==> src/rtl/hpme_pkg.sv <==
package hpme_pkg;
  typedef struct packed {
    logic trig;   // message-worthy change this cycle
    logic any;    // some status bit set after the update
  } hpme_evt_t;
endpackage

==> src/rtl/hpme_status_bank.sv <==
module hpme_status_bank #(
  parameter int NUM_SRC = 5
) (
  input  logic               clk_i,
  input  logic               rst_i,
  input  logic [NUM_SRC-1:0] set_i,
  input  logic               clr_we_i,
  input  logic [NUM_SRC-1:0] clr_mask_i,
  output logic [NUM_SRC-1:0] status_o,
  output logic [NUM_SRC-1:0] status_nxt_o
);
  logic [NUM_SRC-1:0] clr_eff;
  assign clr_eff = clr_we_i ? clr_mask_i : '0;

  for (genvar i = 0; i < NUM_SRC; i++) begin : g_bit
    logic bit_q;
    logic bit_d;
    always_comb begin
      bit_d = bit_q;
      if (clr_eff[i]) bit_d = 1'b0;
      if (set_i[i])   bit_d = 1'b1;   // set wins over clear
    end
    always_ff @(posedge clk_i) begin
      if (rst_i) bit_q <= 1'b0;
      else       bit_q <= bit_d;
    end
    assign status_o[i]     = bit_q;
    assign status_nxt_o[i] = bit_d;

    a_r3_set_wins: assert property (@(posedge clk_i) disable iff (rst_i)
      set_i[i] |=> status_o[i]);
    a_r2_clear_bit: assert property (@(posedge clk_i) disable iff (rst_i)
      (clr_we_i && clr_mask_i[i] && !set_i[i]) |=> !status_o[i]);
  end
endmodule

==> src/rtl/hpme_event_detect.sv <==
module hpme_event_detect
  import hpme_pkg::*;
#(
  parameter int NUM_SRC = 5
) (
  input  logic [NUM_SRC-1:0] status_i,
  input  logic [NUM_SRC-1:0] status_nxt_i,
  input  logic [NUM_SRC-1:0] set_i,
  input  logic               clr_we_i,
  input  logic [NUM_SRC-1:0] clr_mask_i,
  output hpme_evt_t          evt_o
);
  logic newly_set;
  logic touched_clear;
  always_comb begin
    newly_set     = |(set_i & ~status_i);
    touched_clear = clr_we_i && |(status_i & clr_mask_i);
    evt_o.any     = |status_nxt_i;
    evt_o.trig    = evt_o.any && (newly_set || touched_clear);
  end
endmodule

==> src/rtl/hpme_output_stage.sv <==
module hpme_output_stage
  import hpme_pkg::*;
(
  input  logic      clk_i,
  input  logic      rst_i,
  input  logic      msi_en_i,
  input  hpme_evt_t evt_i,
  input  logic      msg_ack_i,
  output logic      intx_o,
  output logic      msg_req_o
);
  logic intx_q, pend_q;
  always_ff @(posedge clk_i) begin
    if (rst_i) begin
      intx_q <= 1'b0;
      pend_q <= 1'b0;
    end else begin
      intx_q <= !msi_en_i && evt_i.any;
      pend_q <= msi_en_i && ((pend_q && !msg_ack_i) || evt_i.trig);
    end
  end
  assign intx_o    = intx_q;
  assign msg_req_o = pend_q;

  a_r5_wire_off_in_msi: assert property (@(posedge clk_i) disable iff (rst_i)
    msi_en_i |=> !intx_o);
  a_r5_no_req_legacy: assert property (@(posedge clk_i) disable iff (rst_i)
    !msi_en_i |=> !msg_req_o);
  a_r9_hold_pending: assert property (@(posedge clk_i) disable iff (rst_i)
    (msg_req_o && !msg_ack_i && msi_en_i) |=> msg_req_o);
  a_r9_trig_raises: assert property (@(posedge clk_i) disable iff (rst_i)
    (msi_en_i && evt_i.trig) |=> msg_req_o);
endmodule

==> src/rtl/hpme_irq_unit.sv <==
module hpme_irq_unit
  import hpme_pkg::*;
#(
  parameter int NUM_HP = 3,
  parameter int NUM_PM = 2
) (
  input  logic                     clk_i,
  input  logic                     rst_i,
  input  logic                     msi_en_i,
  input  logic [NUM_HP-1:0]        hp_evt_i,
  input  logic [NUM_HP-1:0]        hp_en_i,
  input  logic [NUM_PM-1:0]        pm_evt_i,
  input  logic [NUM_PM-1:0]        pm_en_i,
  input  logic                     clr_we_i,
  input  logic [NUM_HP+NUM_PM-1:0] clr_mask_i,
  input  logic                     msg_ack_i,
  output logic [NUM_HP+NUM_PM-1:0] status_o,
  output logic                     intx_o,
  output logic                     msg_req_o
);
  localparam int NUM_SRC = NUM_HP + NUM_PM;

  logic [NUM_SRC-1:0] set_vec;
  logic [NUM_SRC-1:0] status_nxt;
  hpme_evt_t          evt;

  assign set_vec = {pm_evt_i & pm_en_i, hp_evt_i & hp_en_i};

  hpme_status_bank #(.NUM_SRC(NUM_SRC)) u_bank (
    .clk_i(clk_i), .rst_i(rst_i), .set_i(set_vec),
    .clr_we_i(clr_we_i), .clr_mask_i(clr_mask_i),
    .status_o(status_o), .status_nxt_o(status_nxt)
  );

  hpme_event_detect #(.NUM_SRC(NUM_SRC)) u_detect (
    .status_i(status_o), .status_nxt_i(status_nxt), .set_i(set_vec),
    .clr_we_i(clr_we_i), .clr_mask_i(clr_mask_i), .evt_o(evt)
  );

  hpme_output_stage u_out (
    .clk_i(clk_i), .rst_i(rst_i), .msi_en_i(msi_en_i), .evt_i(evt),
    .msg_ack_i(msg_ack_i), .intx_o(intx_o), .msg_req_o(msg_req_o)
  );

  a_r4_wire_tracks_status: assert property (@(posedge clk_i) disable iff (rst_i)
    !msi_en_i |=> (intx_o == (|status_o)));
  a_r7_no_msg_when_empty: assert property (@(posedge clk_i) disable iff (rst_i)
    (status_o == '0 && !msg_req_o) |-> !intx_o);
  a_r1_gated_event: assert property (@(posedge clk_i) disable iff (rst_i)
    (hp_evt_i[0] && !hp_en_i[0] && !status_o[0]) |=> !status_o[0]);
endmodule

==> config.mk <==
export PLATFORM = sky130hd
export DESIGN_NAME = hpme_irq_unit
export DESIGN_NICKNAME = d
export VERILOG_FILES = /design/src/rtl/hpme_pkg.sv /design/src/rtl/hpme_status_bank.sv /design/src/rtl/hpme_event_detect.sv /design/src/rtl/hpme_output_stage.sv /design/src/rtl/hpme_irq_unit.sv
export SDC_FILE = /design/constraint.sdc
export NUM_CORES = 1
export LEC_CHECK = 0
export CAP_MARGIN = 10
export CORE_AREA = 4 4 41 43
export CTS_CLUSTER_SIZE = 28
export DETAILED_ROUTE_END_ITERATION = 7
export DIE_AREA = 0 0 45 47
export DONT_BUFFER_PORTS = 1
export GPL_ROUTABILITY_DRIVEN = 0
export PLACE_DENSITY = 0.5
export SYNTH_ARGS = -nofsm -noshare
export SYNTH_HDL_FRONTEND = slang
export SYNTH_SLANG_ARGS = --single-unit
==> constraint.sdc <==
create_clock -name clk_i -period 2.1 [get_ports clk_i]
set_input_delay 0.21 -clock clk_i [delete_from_list [all_inputs] [get_ports clk_i]]
set_output_delay 0.21 -clock clk_i [all_outputs]
set_load 0.005 [all_outputs]
==> impl_metrics.toml, run 1 <==
[setup_path]
required_ps = 2220
r2r-start = "u_bank.g_bit[1].bit_q"
arrival_ps = 1550
cp_cell_sequence = "a222oi_1 > nand2_1 > a2111oi_0 > a2111oi_1"
cp-start-kind = "register"
r2r-end = "u_out.msg_req_o"
crit_path_end_kind = "register"
critPathTopFamily = "compound AO/OA/AOI/OAI gates"
r2r_setup_slack_ps = 670
cp_slowest_cell = "a2111oi_0"
max_stage_delay_ps = 440
reg2reg_depth = 4
path_class = "reg2reg"
critical_path.max_fanout = 4
cp_num_buf_inv = 0

[synthesis]
ys_seq_area_frac = 0.372
ys_seq_elements = 7
ys.flop_type = "dfxtp_1"
synth.largest_area_cell = "dfxtp_1"
muxShareOfSynthArea = 0
synthTopCellsByArea = "dfxtp_1 37%, nand2_1 11%, buf_4 10%, a21boi_0 6.0%, a2111oi_1 5.3%"
yosysUniqueCellTypes = 18
synthAdderAreaFrac = 0
avgSynthCellArea_um2 = 8.01
synth_edf_count = 0
yosysMostFrequentCell = "nand2_1"
synth_top_family_by_area = "compound AO/OA/AOI/OAI gates"
post-synth-top-area-fraction = 0.372
async_reset_ff_frac = 0
synth_compound_area_frac = 0.272
yosys.area_share.simple = 0.246
synth_xor_xnor_area_share = 0
syn-num-nets = 67
syn_area_um2 = 377
yosys-top-cells-count = "11 x nand2_1, 7 x dfxtp_1, 5 x buf_4, 5 x nor2_1, 3 x a21boi_0"
ys_warn_count = 0
synth_cells = 47

[run_status]
outcome = "finished, final reports clean"

[sta]
slew_viol_final = 0
rsz0062_at_grt = "no"
hold_violations = 0
worstMarginPinSlew_ps = 396
timing.fmax_ghz = 0.701
min_period_over_period = 0.679
finalSetupViolCount = 0
clock_skew_ps = 6.04
finalSetupTns_ps = 0
fin_crit_ps = 1430
hold_ws_ps = 20.1
relSlewSlack = 0.729

[hold_path]
hold_class = "in2reg"
hold_end = "u_bank.g_bit[0].bit_q"
holdPathStages = 1
min_from = "rst_i"

[clock_network]
cts_tree = "done"
post_cts_buffers = 0
cts_max_path_buffers = 2
insertion_delay_ps = 250
root_buffer = "clkbuf_4"
ctsResizeCount = 0
clk_pin_slew_ps = 60
cts-buffers-inserted = 3
htreeDepth = 1
cts_sinks = 7
cts_hold_buf = 0

[die]
fp.dieW_um = 45
start_util = 0.289
die_h_um = 47
rows = 13
coreArea_um2 = 1300
die_area_um2 = 2120
num_io_pins = 27

[power_and_ir_drop]
p_total_mw = 0.308
ir_worst_vdd_uv = 251
cellPowerDensity_nw_per_um2 = 801
leakage_nw = 0.148

[layout]
finalNetCount = 67
antenna_cells = 0
area_growth_pct = 1.99
drive_gt1_frac = 0.0870

[routing]
drt-total-wl_um = 951
ant_nets = 0
wl_per_cell_um = 15.6
post-route-drc-count = 0
drt_iter0_markers = 4
via_per_inst = 5.34
drt_first_pass_iters = 4
num_vias = 326

[global_routing]
grt.overflow.total = 0
grt_antenna_before_repair = 0
grt_pass1_wl_um = 1370
grt_usage = 0.0996
grt_pass1_vias = 322
grt_start_max_net_pins = 8

[run]
maxCapViolations = 0

[placed_design]
post-dp-hpwl_um = 794
port_buffers = 0
-- cells by family after synthesis --
kind of cell | Yosys count
AO/OA/AOI/OAI | 13
AND/OR/NAND/NOR | 21
flip-flops | 7
buffers and inverters | 6
-- worst register-to-register path, stage by stage (launching register included) --
cell       delay, ps
dfxtp_1          350
a222oi_1         320
nand2_1           80
a2111oi_0        440
a2111oi_1        110
-- stage by stage --
step	std cells	area, um^2	utilization	setup WS [ps]
finish	61	384	0.295	674
global route	61	384	0.295	552
CTS	61	384	0.295	662
detailed placement	57	358	0.275	662
global placement	57	358	0.275	732
floorplan	47	377	-	833
-- final cells by class --
cell class | instances | area [um^2]
fill | 152 | 917
tap | 15 | 18.8
clock buffer | 4 | 26.3
sequential | 7 | 140
inverter | 1 | 3.75
multi-input combinational | 34 | 195
-- routing by layer --
metal / GRT usage / share of wire
met3: 0.0766 / 0.11
met2: 0.136 / 0.48
met1: 0.105 / 0.40
met5: 0 / 0
met4: 0.0702 / 0.013
-- flip-flops by register name (all words and copies together), names as in the netlist --
signal and cells:
u_bank.g_bit.bit_q 5, u_out.intx_o 1, u_out.msg_req_o 1
-- how the worst max path moves through the flow --
stage	start	end	slack (ps)	cells after the start
global placement	u_bank.g_bit[1].bit_q	u_out.msg_req_o	730	4
CTS	u_bank.g_bit[1].bit_q	u_out.msg_req_o	660	4
floorplan	u_bank.g_bit[1].bit_q	u_out.msg_req_o	830	4
detailed placement	u_bank.g_bit[1].bit_q	u_out.msg_req_o	660	4
finish	u_bank.g_bit[1].bit_q	u_out.msg_req_o	670	4
global route	u_bank.g_bit[1].bit_q	u_out.msg_req_o	550	4
-- report_power, final --
group          internal [mW]  total (mW)  switching, mW
clock network         0.0727       0.126         0.0529
logic                 0.0163      0.0309         0.0146
registers              0.142       0.151        0.00937
total                  0.231       0.308         0.0768
-- layout by cell type, fill, tap and decap left out, drive strengths merged --
master / count
nand2: 11
dfxtp: 7
nor2: 5
a21boi: 4
clkbuf: 4
a2111oi: 3
and2: 2
o22ai: 2
nand2b: 1
and4: 1
a222oi: 1
a22oi: 1
o21ai: 1
inv: 1
nor3: 1
a21oi: 1
No activity file was read; power rests on OpenSTA's default activity.
==> run 2: changes to the inputs <==
==> constraint.sdc (replaced) <==
create_clock -name clk_i -period 1.4 [get_ports clk_i]
set_input_delay 0.14 -clock clk_i [delete_from_list [all_inputs] [get_ports clk_i]]
set_output_delay 0.14 -clock clk_i [all_outputs]
set_load 0.005 [all_outputs]
==> run 2 against run 1 <==
Critical path depth stayed put. Clock-buffer cell count unchanged. Clock skew decreased by 5.4 ps. Via count grew 8.3%. Combinational power rose by 150%. First-iteration DRC count up 50%. Die area unchanged. Critical endpoint unchanged.
==> impl_metrics.toml, run 2 (synthesis results as in run 1) <==
[routing]
via_per_inst = 5.43
ant_nets = 0
post-route-drc-count = 0
drt_first_pass_iters = 4
drt-total-wl_um = 961
drt_iter0_markers = 6
wl_per_cell_um = 14.8
num_vias = 353

[global_routing]
grt_antenna_before_repair = 0
grt_usage = 0.101
grt_start_max_net_pins = 8
grt_pass1_vias = 326
grt_pass1_wl_um = 1430
grt.overflow.total = 0

[layout]
layout_commonest_cell = "nand2_1"
mostFrequentLayoutCells = "11 x nand2_1, 7 x dfxtp_1, 5 x nor2_1"
final_util = 0.340
antenna_cells = 0
largest_reg_flops = 5
finalNetCount = 71
area_growth_pct = 17.6
drive_gt1_frac = 0.160
largest_register = "u_bank.g_bit.bit_q"
nFillCells = 149

[die]
start_util = 0.289
fp.dieW_um = 45
die_h_um = 47
num_io_pins = 27
die_area_um2 = 2120
rows = 13
coreArea_um2 = 1300

[run]
maxCapViolations = 0

[clock_network]
htreeDepth = 1
cts_tree = "done"
insertion_delay_ps = 250
clk_pin_slew_ps = 50
cts-buffers-inserted = 3
root_buffer = "clkbuf_4"
cts_sinks = 7
cts_max_path_buffers = 2

[placed_design]
pre_cts_ws_ps = 21.6
port_buffers = 0
post-dp-hpwl_um = 783

[setup_path]
arrival_ps = 1430
r2r-start = "u_bank.g_bit[1].bit_q"
r2r-end = "u_out.msg_req_o"
path_class = "reg2reg"
r2r_setup_slack_ps = 100
reg2reg_depth = 4
required_ps = 1530
cp-start-kind = "register"
critical_path.max_fanout = 3
crit_path_end_kind = "register"

[power_and_ir_drop]
ir_worst_vdd_uv = 402
cellPowerDensity_nw_per_um2 = 1100
leakage_nw = 0.170
p_total_mw = 0.488

[sta]
min_period_over_period = 0.927
clock_skew_ps = 0.637
worstMarginPinSlew_ps = 327
slew_viol_final = 0
fin_crit_ps = 1300
finalSetupTns_ps = 0
timing.fmax_ghz = 0.771
hold_violations = 0
finalSetupViolCount = 0
layout_setup_ws_ps = 103
relSlewSlack = 0.780

[run_status]
outcome = "finished, final reports clean"

[hold_path]
holdPathStages = 2
min_from = "pm_en_i[1]"
hold_class = "in2reg"
hold_end = "u_bank.g_bit[4].bit_q"
==> run 2: cell types whose count changed in the layout (fill, tap and decap cells not counted), sizes merged <==
cell and delta:
buf +2, dlygate4sd3 +2
==> run 2: critical path, stage by stage (launching register included) <==
cell and delay [ps]:
dfxtp_1 310, a222oi_1 320, nand2_1 140, a2111oi_4 320, a2111oi_2 90
==> run 2: worst max path at each step <==
stage	start	endpoint	slack [ps]	cells after the start
final	u_bank.g_bit[1].bit_q	u_out.msg_req_o	100	4
after global routing	u_bank.g_bit[1].bit_q	u_out.msg_req_o	-1	4
after CTS	u_bank.g_bit[1].bit_q	u_out.msg_req_o	20	4
after detailed placement	u_bank.g_bit[1].bit_q	u_out.msg_req_o	20	4
after global placement	u_bank.g_bit[1].bit_q	u_out.msg_req_o	70	4
after floorplan	u_bank.g_bit[1].bit_q	u_out.msg_req_o	130	4
==> run 2: where the power goes <==
| group | internal (mW) | switching, mW | leakage [nW] |
|---|---|---|---|
| clock network | 0.109 | 0.0776 | 0.0150 |
| logic | 0.0389 | 0.0378 | 0.0975 |
| registers | 0.213 | 0.0118 | 0.0579 |
==> run 2: timing repair <==
item / in CTS / in global routing
endpoints found under the setup margin: 0 / 1
resized for setup: 0 / 4
hold buffers: 2 / 0
endpoints found under the hold margin: 7 / 0
setup buffers: 0 / 0
==> run 2: area by class of cell <==
type	instances	area (um^2)	share of cell area
Inverter	1	3.75	0.00847
Tap cell	15	18.8	0.0424
Clock buffer	4	26.3	0.0593
Multi-Input combinational cell	34	219	0.494
Timing Repair Buffer	4	35.0	0.0791
Sequential cell	7	140	0.316
==> run 2: layer usage <==
layer | up-vias | GRT usage | part of all wire | routed length [um]
li1 | 174 | - | - | -
met1 | 156 | 0.112 | 0.40 | 381
met2 | 18 | 0.138 | 0.45 | 436
met3 | 5 | 0.0421 | 0.11 | 104
met4 | 0 | 0.105 | 0.041 | 39
met5 | - | 0 | 0 | 0
==> run 2: through the flow <==
| step | area [um^2] | std cells | hold slack, ps |
|---|---|---|---|
| finish | 443 | 65 | 49.4 |
| global route | 443 | 65 | 52.3 |
| CTS | 419 | 65 | 41.8 |
| detailed placement | 373 | 59 | 213 |
| global placement | 373 | 59 | 212 |
| floorplan | 377 | 47 | 209 |
